<file path="src/rtl/ixu_pkg.sv">
package ixu_pkg;
  localparam int unsigned IW   = 32;
  localparam int unsigned RIW  = 6;
  localparam int unsigned MAJW = 6;
  localparam int unsigned MINW = 4;
  localparam int unsigned IMMW = 10;

  typedef enum logic [3:0] {
    K_ADD, K_ADD32S, K_ADD32Z, K_CEQ, K_CGT, K_CGTU, K_BREV,
    K_AND, K_ANDN, K_MVZ, K_MVNZ, K_ADDI, K_ADDI32, K_ANDI, K_BAD
  } kind_e;

  localparam logic [MAJW-1:0] MAJ_REG   = 6'd0;
  localparam logic [MAJW-1:0] MAJ_LOGIC = 6'd1;
  localparam logic [MAJW-1:0] MAJ_CMOV  = 6'd8;
  localparam logic [MAJW-1:0] MAJ_ADDI  = 6'd52;
  localparam logic [MAJW-1:0] MAJ_ADDIW = 6'd53;
  localparam logic [MAJW-1:0] MAJ_ANDI  = 6'd54;
endpackage

</file>
<file path="src/rtl/ixu_decode.sv">
module ixu_decode
  import ixu_pkg::*;
(
  input  logic [IW-1:0]   instr,
  output logic [RIW-1:0]  rm,
  output logic [RIW-1:0]  rn,
  output logic [RIW-1:0]  rd,
  output logic [IMMW-1:0] imm,
  output kind_e           kind
);
  logic [MAJW-1:0] maj;
  logic [MINW-1:0] mnr;
  logic            rsvd_ok;

  assign maj     = instr[31:26];
  assign rm      = instr[25:20];
  assign mnr     = instr[19:16];
  assign rn      = instr[15:10];
  assign rd      = instr[9:4];
  assign imm     = instr[19:10];
  assign rsvd_ok = (instr[3:0] == 4'd0);

  always_comb begin
    kind = K_BAD;
    unique case (maj)
      MAJ_REG: begin
        case (mnr)
          4'd9:  kind = K_ADD;
          4'd8:  kind = K_ADD32S;
          4'd12: kind = K_ADD32Z;
          4'd1:  kind = K_CEQ;
          4'd3:  kind = K_CGT;
          4'd7:  kind = K_CGTU;
          4'd15: kind = (rn == '1) ? K_BREV : K_BAD;
          default: kind = K_BAD;
        endcase
      end
      MAJ_LOGIC: begin
        case (mnr)
          4'd11: kind = K_AND;
          4'd15: kind = K_ANDN;
          default: kind = K_BAD;
        endcase
      end
      MAJ_CMOV: begin
        case (mnr)
          4'd1: kind = K_MVZ;
          4'd5: kind = K_MVNZ;
          default: kind = K_BAD;
        endcase
      end
      MAJ_ADDI:  kind = K_ADDI;
      MAJ_ADDIW: kind = K_ADDI32;
      MAJ_ANDI:  kind = K_ANDI;
      default:   kind = K_BAD;
    endcase
    if (!rsvd_ok) kind = K_BAD;
  end
endmodule

</file>
<file path="src/rtl/ixu_alu.sv">
module ixu_alu
  import ixu_pkg::*;
#(
  parameter int unsigned XLEN = 64
) (
  input  kind_e            kind,
  input  logic [XLEN-1:0]  a,
  input  logic [XLEN-1:0]  b,
  input  logic [IMMW-1:0]  imm,
  output logic [XLEN-1:0]  res,
  output logic             wr
);
  localparam int unsigned HW    = XLEN / 2;
  localparam int unsigned NBYTE = XLEN / 8;

  logic [XLEN-1:0] simm;
  logic [HW-1:0]   sum_w;
  logic [HW-1:0]   sum_wi;
  logic [XLEN-1:0] rev;

  assign simm   = {{(XLEN-IMMW){imm[IMMW-1]}}, imm};
  assign sum_w  = a[HW-1:0] + b[HW-1:0];
  assign sum_wi = a[HW-1:0] + simm[HW-1:0];

  for (genvar g = 0; g < NBYTE; g++) begin : g_rev
    assign rev[8*g +: 8] = a[8*(NBYTE-1-g) +: 8];
  end

  always_comb begin
    res = '0;
    wr  = 1'b1;
    unique case (kind)
      K_ADD:    res = a + b;
      K_ADD32S: res = {{HW{sum_w[HW-1]}}, sum_w};
      K_ADD32Z: res = {{HW{1'b0}}, sum_w};
      K_CEQ:    res = {{(XLEN-1){1'b0}}, (a == b)};
      K_CGT:    res = {{(XLEN-1){1'b0}}, ($signed(a) > $signed(b))};
      K_CGTU:   res = {{(XLEN-1){1'b0}}, (a > b)};
      K_BREV:   res = rev;
      K_AND:    res = a & b;
      K_ANDN:   res = a & ~b;
      K_MVZ:  begin res = b; wr = (a == '0); end
      K_MVNZ: begin res = b; wr = (a != '0); end
      K_ADDI:   res = a + simm;
      K_ADDI32: res = {{HW{sum_wi[HW-1]}}, sum_wi};
      K_ANDI:   res = a & simm;
      default: begin res = '0; wr = 1'b0; end
    endcase
  end
endmodule

</file>
<file path="src/rtl/ixu_top.sv">
module ixu_top
  import ixu_pkg::*;
#(
  parameter int unsigned XLEN = 64
) (
  input  logic             clk,
  input  logic             rst_n,
  input  logic [IW-1:0]    instr,
  input  logic [XLEN-1:0]  opa,
  input  logic [XLEN-1:0]  opb,
  output logic [RIW-1:0]   rm_idx,
  output logic [RIW-1:0]   rn_idx,
  output logic [RIW-1:0]   rd_idx,
  output logic [XLEN-1:0]  result,
  output logic             wr_en,
  output logic [RIW-1:0]   wr_idx,
  output logic             illegal
);
  localparam int unsigned HW = XLEN / 2;

  kind_e           kind;
  logic [IMMW-1:0] imm;
  logic [XLEN-1:0] alu_res;
  logic            alu_wr;
  logic            wr_d, ill_d;
  logic [XLEN-1:0] result_q;
  logic            wr_q, ill_q, seen_q;
  logic [RIW-1:0]  wr_idx_q;

  ixu_decode u_dec (
    .instr(instr), .rm(rm_idx), .rn(rn_idx), .rd(rd_idx), .imm(imm), .kind(kind)
  );

  ixu_alu #(.XLEN(XLEN)) u_alu (
    .kind(kind), .a(opa), .b(opb), .imm(imm), .res(alu_res), .wr(alu_wr)
  );

  always_comb begin
    ill_d = (kind == K_BAD);
    wr_d  = alu_wr && !ill_d;
  end

  always_ff @(posedge clk or negedge rst_n) begin
    if (!rst_n) begin
      result_q <= '0;
      wr_q     <= 1'b0;
      ill_q    <= 1'b0;
      wr_idx_q <= '0;
      seen_q   <= 1'b0;
    end else begin
      wr_q     <= wr_d;
      ill_q    <= ill_d;
      wr_idx_q <= rd_idx;
      seen_q   <= 1'b1;
      if (wr_d) result_q <= alu_res;
    end
  end

  assign result  = result_q;
  assign wr_en   = wr_q;
  assign wr_idx  = wr_idx_q;
  assign illegal = ill_q;


  rsvd_illegal_chk: assert property (@(posedge clk) disable iff (!rst_n)
    seen_q && $past(instr[3:0] != 4'd0) |-> (illegal && !wr_en));

  ill_no_write_chk: assert property (@(posedge clk) disable iff (!rst_n)
    illegal |-> !wr_en);

  cmp_bool_chk: assert property (@(posedge clk) disable iff (!rst_n)
    seen_q && $past(kind == K_CEQ || kind == K_CGT || kind == K_CGTU)
    |-> (result[XLEN-1:1] == '0 && wr_en));

  zext_high_chk: assert property (@(posedge clk) disable iff (!rst_n)
    seen_q && $past(kind == K_ADD32Z) |-> (result[XLEN-1:HW] == '0));

  cmov_zero_chk: assert property (@(posedge clk) disable iff (!rst_n)
    seen_q && $past(kind == K_MVZ) |-> (wr_en == $past(opa == '0)));

  cmov_nonzero_chk: assert property (@(posedge clk) disable iff (!rst_n)
    seen_q && $past(kind == K_MVNZ) |-> (wr_en == $past(opa != '0)));
endmodule

</file>
<file path="config.mk">
export PLATFORM = sky130hd
export DESIGN_NAME = ixu_top
export DESIGN_NICKNAME = d
export VERILOG_FILES = /design/src/rtl/ixu_pkg.sv /design/src/rtl/ixu_decode.sv /design/src/rtl/ixu_alu.sv /design/src/rtl/ixu_top.sv
export SDC_FILE = /design/constraint.sdc
export NUM_CORES = 1
export LEC_CHECK = 0
export CAP_MARGIN = 20
export CORE_ASPECT_RATIO = 2
export CORE_MARGIN = 2
export CORE_UTILIZATION = 46
export CTS_BUF_LIST = sky130_fd_sc_hd__clkbuf_8
export CTS_CLUSTER_DIAMETER = 100
export DETAILED_ROUTE_END_ITERATION = 6
export GPL_TIMING_DRIVEN = 1
export MAX_ROUTING_LAYER = met4
export PLACE_DENSITY = 0.81
export SETUP_SLACK_MARGIN = 0.2
export SKIP_LAST_GASP = 1
export SLEW_MARGIN = 20
export SYNTH_ARGS = -nofsm -noshare
export SYNTH_HDL_FRONTEND = slang
export SYNTH_SLANG_ARGS = --single-unit
</file>
<file path="constraint.sdc">
create_clock -name clk -period 0.8 [get_ports clk]
set_input_delay 0.16 -clock clk [delete_from_list [all_inputs] [get_ports clk]]
set_output_delay 0.16 -clock clk [all_outputs]
set_load 0.02 [all_outputs]
</file>
==> summary.md, run 1 <==
| Metric | Value |
|---|---|
| Synth Area in XOR/XNOR | ~6.7% |
| Top FF cell, synth | dfrtp_1 |
| Number of global-route vias before repair | about 30000 |
| Syn Std Cell Area | approximately 15000 sq um |
| First-pass GRT wire length | between 150 and 200 mm |
| Die width | approximately 130 um |
| Synth top area cells | ha_1, dfrtp_1, nand2_1 |
| Run Error | [ERROR GRT-0116] Global routing finished with congestion. Check the congestion regions in the DRC Viewer. |
| Simple-Gate Fraction of Synth Area | a little under a quarter |
| Post-synth EDFFs | 0 |
| Cells after Synth | 2117 |
| I/O pins | approximately 250 |
| CTS Buf Count | 9 |
| Place WS | -4.595 ns |
| Mux contribution to synthesized area | about 1% |
| Initial Util | a little under half |
| Exit stage | global routing (5_1_grt) |
| Die height | 258.8 um |
| Cell taking the most area after synthesis | ha_1 |
| H-Tree Level Count | 3 |
| Placement-stage cell area | between 20000 and 25000 sq um |
| Largest net degree at the start of global routing | 41 |
| Post-synthesis async set-or-reset flop share | 100.0% |
| GP Congestion | ~1.2 |
| I/O Buffers | ~240 |
| Post-detail-place hpwl | between 70 and 80 mm |
| CTS sink cnt | slightly above 70 |
| Clock Tree Root | clkbuf_8 |
| Share of the yosys chip area belonging to registers | 12.07% |
| Post-synthesis register bit count | about 70 |
| Overall Global Routing Usage | between 70% and 80% |
| Synth cell types | 88 |
| Mapped Nets | 2476 |
| YS warnings | 0 |
| Core Rows | 93 |
| Main combinational cell family by area after synthesis | compound AO/OA/AOI/OAI gates |
| Synth top area share | approximately 16% |
| Overflow after GRT | 379 |
| Clock buffer depth | 2 |
| Syn Area/Cell | approximately 7.1 sq um |
| Adder-cell share of the synthesized area | 16.66% |
| Status | did not finish |
| Post-synthesis compound-gate area fraction | roughly 33% |
-- Yosys cell counts, drive strengths merged, types with 8 or more instances --
master,instances
o221ai,11
a221oi,56
or3,11
a222oi,25
buf,61
nand2,286
a2111oi,9
mux2,11
and3,11
and2,10
a21oi,205
o31ai,17
a21o,46
o211ai,33
nor2b,20
o21a,32
nor3,36
nor2,186
a31oi,25
nand4,48
o2111ai,9
ha,194
or2,8
a211oi,17
xnor2,72
nand3,43
xor2,42
nand2b,14
clkbuf,63
inv,115
o41ai,10
o21ai,165
nor4,37
a22oi,10
o21bai,25
dfrtp,72
-- metrics by stage --
| stage | util, % | hold slack [ns] | cells |
|---|---|---|---|
| 2_1_floorplan | - | -0.1356 | 2117 |
| 3_3_place_gp | 75.49 | 0.1373 | 3498 |
| 3_5_place_dp | 75.49 | 0.1482 | 3498 |
| 4_1_cts | 85.67 | -0.04961 | 3646 |
-- metal layers --
layer	track usage, %	GRT overflow
met5	-	-
met4	78.71	101
met3	50.22	6
met2	96.36	270
met1	70.23	2
-- kinds of logic after synthesis --
| logic type | after synthesis |
|---|---|
| multiplexers | 14 |
| AND/OR/NAND/NOR | 737 |
| flip-flops | 72 |
| buffers and inverters | 239 |
| AO/OA/AOI/OAI | 744 |
| adder cells (fa/ha/maj) | 197 |
| XOR/XNOR | 114 |
-- timing repair --
action,CTS
endpoints found under the hold margin,78
hold buffers,5
endpoints found under the setup margin,150
cloned,11
buffers inserted,116
pin swaps,165
resized for setup,962
==> inputs of run 2 (changes only) <==
--- a/config.mk
+++ b/config.mk
@@ -6,16 +6,11 @@
 export NUM_CORES = 1
 export LEC_CHECK = 0
 export CAP_MARGIN = 20
-export CORE_ASPECT_RATIO = 2
 export CORE_MARGIN = 2
-export CORE_UTILIZATION = 46
-export CTS_BUF_LIST = sky130_fd_sc_hd__clkbuf_8
-export CTS_CLUSTER_DIAMETER = 100
+export CORE_UTILIZATION = 31
 export DETAILED_ROUTE_END_ITERATION = 6
 export GPL_TIMING_DRIVEN = 1
-export MAX_ROUTING_LAYER = met4
-export PLACE_DENSITY = 0.81
-export SETUP_SLACK_MARGIN = 0.2
+export PLACE_DENSITY_LB_ADDON = 0.15
 export SKIP_LAST_GASP = 1
 export SLEW_MARGIN = 20
 export SYNTH_ARGS = -nofsm -noshare
==> run 2 against run 1 <==
The flow now finishes, with violations (DRC, setup timing). Synthesized area is the same. Synthesized cell count unchanged.
==> summary.md, run 2 <==
| Metric | Value |
|---|---|
| Syn Area/Cell | 7.052 sq um (unchanged) |
| Area Overhead vs Synth | 93.70% |
| Most frequent cells in the layout | buf_4, nand2_1, nor2_1, buf_6, a21oi_1 |
| Startpoint types | primary input |
| Antenna Nets Post-Route | 0 |
| Cells after Synth | 2117 (unchanged) |
| Slew Limit Fails | 0 |
| Synth cell types | 88 (unchanged) |
| CP Class | primary input to register |
| Hold wc startpoint | instr[5] |
| Fmax achieved | approximately 220 MHz |
| Crit path max fanout | 8 |
| RSZ-0062 raised after global routing | true |
| First-pass GRT wire length | roughly 130 mm |
| Commonest non-fill, non-tap cell in the layout | buf_4 |
| R2R Path Start | result[11]$_DFFE_PN0P_ |
| Syn Std Cell Area | 14930 sq um (unchanged) |
| Sequential power share | ~17% |
| Met2 WL | 40.46 mm |
| Via count | 22010 |
| Largest net degree at the start of global routing | 38 |
| Synth top area share | 16.26% (unchanged) |
| CTS Buf Count | 9 (unchanged) |
| Clk pin slew, worst setup/hold paths | around 0.060 ns |
| Max reg flops | 64 |
| Net switching component of the power | between 10 and 15 mW |
| Net Sw Frac | between 40% and 50% |
| Pleak | 13.69 nW |
| Clock buffer depth | 2 (unchanged) |
| Drt wl/cell | 23.56 um |
| Clk pwr share | 14.1% |
| Initial Util | 31.33% (-15 points) |
| VDD IR-drop max | roughly 1 mV |
| Synth top area cells | ha_1, dfrtp_1, nand2_1 |
| Overall Global Routing Usage | a little over a third |
| Routed wire length | roughly 91 mm |
| Layout cells sized above 1 | 47.69% |
| Post-synth EDFFs | 0 (unchanged) |
| Mapped Nets | 2476 (unchanged) |
| Final Util | between 60% and 70% |
| H-Tree Level Count | 3 (unchanged) |
| Met3 routed WL | just under 7 mm |
| Least-Margin Pin Slew | between 0.7 and 0.8 ns |
| Fin nets | between 3000 and 4000 |
| Clock Tree Root | clkbuf_16 |
| Failing checks | DRC, setup timing |
| CP endpoint kind | register |
| Arrival time at the worst endpoint | about 4.9 ns |
| Fin crit share | 571.2% |
| I/O pins | 252 (unchanged) |
| Hold Vio Cnt, Final | 0 |
| Clk_lat worst skew | ~0.4 ns |
| # diodes | 0 |
| CP startpoint | instr[2] |
| Synth top cells by count | nand2_1, a21oi_1, ha_1 |
| Relative slew slack | ~47% |
| Initial antenna violation count | 1 |
| Internal | around 19 mW |
| Die area | between 40000 and 50000 sq um |
| Core Rows | 80 (-14%) |
| Die height | 223.5 um (-14%) |
| Crit-path slowest cell | nor4_4 |
| Overflow after GRT | 0 |
| Starting DRT DRC Count | slightly below 2000 |
| CTS sink cnt | 72 (unchanged) |
| Die width | 223.5 um (+70%) |
| Top layer used by detailed routing | met5 |
| Top FF cell, synth | dfrtp_1 |
| Most used cell, CP | buf_4 |
| Setup Skew | 0 ns |
| Maxcap violations | 0 |
| Cell taking the most area after synthesis | ha_1 |
| CP top delay family | buffers and inverters |
| # DRC | 2 |
| Post-synthesis async set-or-reset flop share | 100.0% (unchanged) |
| YS warnings | 0 (unchanged) |
| Cell with the most instances after synthesis | nand2_1 |
| Final Critical Period | approximately 4.6 ns |
| Place WS | -4.824 ns (-0.2291 ns) |
| CTS tree | done |
| Post-detail-place hpwl | 71.69 mm (+0.65%) |
| Status | finished with violations |
| Setup ws final | -3.770 ns |
| Min Hold Slack | approximately 0.03 ns |
| Share of the yosys chip area belonging to registers | 12.07% (unchanged) |
| I/O Buffers | 239 (unchanged) |
| Crit-path max cell delay | approximately 0.44 ns |
| GP Congestion | 0.9868 (-17%) |
| 1st-pass router iterations | 7 |
| Final setup viols | 140 |
| Layout Cells excl Fill | 3882 |
| Pwr dens | ~1100 nW/um^2 |
| Comb power frac | between 60 and 70% |
| Placed cell count | 3723 (+6.4%) |
| Met1 WL | around 40 mm |
| Pwr Total | between 30 and 40 mW |
| Via-per-instance ratio | roughly 5.7 |
| Core area | approximately 48000 sq um |
| CP bufs+invs | 9 |
| Number of global-route vias before repair | around 22000 |
| Post-synthesis register bit count | 72 (unchanged) |
| HP Class | primary input to register |
| CP required | around 1.1 ns |
## run 2: cell type report
class / count / area (sq um)
repair buffers: 1258 / 10850
clock buffers: 12 / 236.5
multi-input cells: 1806 / 14790
well taps: 615 / 769.5
flip-flops and latches: 72 / 1802
inverters: 115 / 434.2
clock inverters: 4 / 45.04
fillers: 4369 / 18730
## run 2: metal layers
metal  vias to the layer above  track usage, %
met5                         -               0
met4                         2           13.83
met2                       993           56.95
met3                       225           5.545
li1                      10170               -
met1                     10620           47.23
## run 2: power by group through the flow
stage                     clock network, mW  registers (mW)  logic [mW]
after floorplan                           0            6.80        7.05
after global placement                    0            5.42        18.6
after detailed placement                  0            5.44        18.7
after CTS                              4.69            5.59        21.1
after global routing                   4.79            5.71        23.9
final                                  4.61            5.59        22.5
## run 2: stage by stage
stage	TNS (ns)	area, sq um
4_1_cts	-234.49	27770
3_3_place_gp	-299.11	24630
3_5_place_dp	-301.67	24630
2_1_floorplan	-221.99	15430
5_1_grt	-255.17	28920
6_report	-241.93	28920
## run 2: cell families (layout without fill, tap and decap cells)
| group | after synthesis | in the layout | synth area share, % |
|---|---|---|---|
| buffers and inverters | 239 | 1389 | 6.990 |
| adders and majority gates | 197 | 197 | 16.66 |
| and+or+nand+nor | 737 | 737 | 23.06 |
| AOI/OAI and AO/OA | 744 | 744 | 33.46 |
| DFF | 72 | 72 | 12.07 |
| xor gates and xnor gates | 114 | 114 | 6.738 |
| muxes | 14 | 14 | 1.031 |
## run 2: final timing paths
path | slack [ns] | cells after the start | endpoint
hold reg to reg | 0.52 | 1 | result[54]$_DFFE_PN0P_
min in group asynchronous | 0.25 | 3 | result[12]$_DFFE_PN0P_
max in group asynchronous | 0.27 | 3 | result[49]$_DFFE_PN0P_
setup reg to reg | -0.23 | 4 | result[11]$_DFFE_PN0P_
hold / removal | 0.03 | 1 | wr_idx[1]$_DFF_PN0_
setup / recovery | -3.77 | 25 | result[52]$_DFFE_PN0P_
## run 2: repair_timing
item                                    in CTS  in global routing
gates resized for setup                   1042                174
cloned                                       7                  2
endpoints found under the setup margin     150                143
endpoints found under the hold margin       72                  0
pin swaps                                  175                149
hold buffers                                 1                  0
setup buffers                               95                 56
Note: power is estimated with default switching activity, not from simulation.
==> inputs of run 3 (changes only) <==
--- a/config.mk
+++ b/config.mk
@@ -7,7 +7,8 @@
 export LEC_CHECK = 0
 export CAP_MARGIN = 20
 export CORE_MARGIN = 2
-export CORE_UTILIZATION = 31
+export CORE_UTILIZATION = 56
+export CTS_CLUSTER_SIZE = 8
 export DETAILED_ROUTE_END_ITERATION = 6
 export GPL_TIMING_DRIVEN = 1
 export PLACE_DENSITY_LB_ADDON = 0.15
==> run 3 against run 2 <==
The run now fails in clock tree synthesis (4_1_cts). Synthesized area stayed put. Synthesized cell count unchanged.
==> summary.md, run 3 <==
| Metric | Value |
|---|---|
| H-Tree Level Count | 3 (unchanged) |
| Clock buffer depth | 2 (unchanged) |
| Core Rows | 59 (-26%) |
| Post-CTS Resized | 971 (-6.8%) |
| Die width | 167.3 um (-25%) |
| Main combinational cell family by area after synthesis | compound AO/OA/AOI/OAI gates |
| Mux contribution to synthesized area | 1.031% (unchanged) |
| I/O pins | 252 (unchanged) |
| YS warnings | 0 (unchanged) |
| Adder-cell share of the synthesized area | 16.66% (unchanged) |
| Post-synthesis async set-or-reset flop share | 100.0% (unchanged) |
| Synth top area cells | ha_1, dfrtp_1, nand2_1 |
| Status | did not finish |
| Placed cell count | 3383 (-9.1%) |
| Post-synthesis compound-gate area fraction | 33.46% (unchanged) |
| Synth top cells by count | nand2_1, a21oi_1, ha_1 |
| Syn Area/Cell | 7.052 sq um (unchanged) |
| Top FF cell, synth | dfrtp_1 |
| Cts hold-fix bufs | 1 (unchanged) |
| Simple-Gate Fraction of Synth Area | 23.06% (unchanged) |
| Mapped Nets | 2476 (unchanged) |
| Die height | 167.3 um (-25%) |
| Place WS | -4.752 ns (+0.07167 ns) |
| CTS Buf Count | 9 (unchanged) |
| Synth cell types | 88 (unchanged) |
| Synth Area in XOR/XNOR | 6.738% (unchanged) |
| Syn Std Cell Area | 14930 sq um (unchanged) |
| GP Congestion | 1.358 (+38%) |
| Post-detail-place hpwl | 74.29 mm (+3.6%) |
| Cell with the most instances after synthesis | nand2_1 |
| I/O Buffers | 239 (unchanged) |
| CTS sink cnt | 72 (unchanged) |
| Exit stage | clock tree synthesis (4_1_cts) |
| Post-CTS Setup Inserts | 80 (-16%) |
| Placement-stage cell area | 23750 sq um (-3.6%) |
| Clock Tree Root | clkbuf_16 |
| Post-synth EDFFs | 0 (unchanged) |
| Run Error | [ERROR DPL-0038] Utilization greater than 100%, impossible to legalize |
| Synth top area share | 16.26% (unchanged) |
| Initial Util | 57.13% (+26 points) |
| Post-synthesis register bit count | 72 (unchanged) |
| Cell taking the most area after synthesis | ha_1 |
| Share of the yosys chip area belonging to registers | 12.07% (unchanged) |
| Cells after Synth | 2117 (unchanged) |
## run 3: cell counts after synthesis
No cell type changed its count.
## run 3: cells by family after synthesis
group                      Yosys count
and+or+nand+nor                    737
buffers and inverters              239
adders and majority gates          197
AOI/OAI and AO/OA                  744
xor gates and xnor gates           114
muxes                               14
DFF                                 72
## run 3: per-stage QoR
stage | hold WS, ns | setup TNS, ns
2_1_floorplan | -0.1356 | -221.99
3_3_place_gp | 0.05956 | -288.38
3_5_place_dp | 0.06105 | -306.36
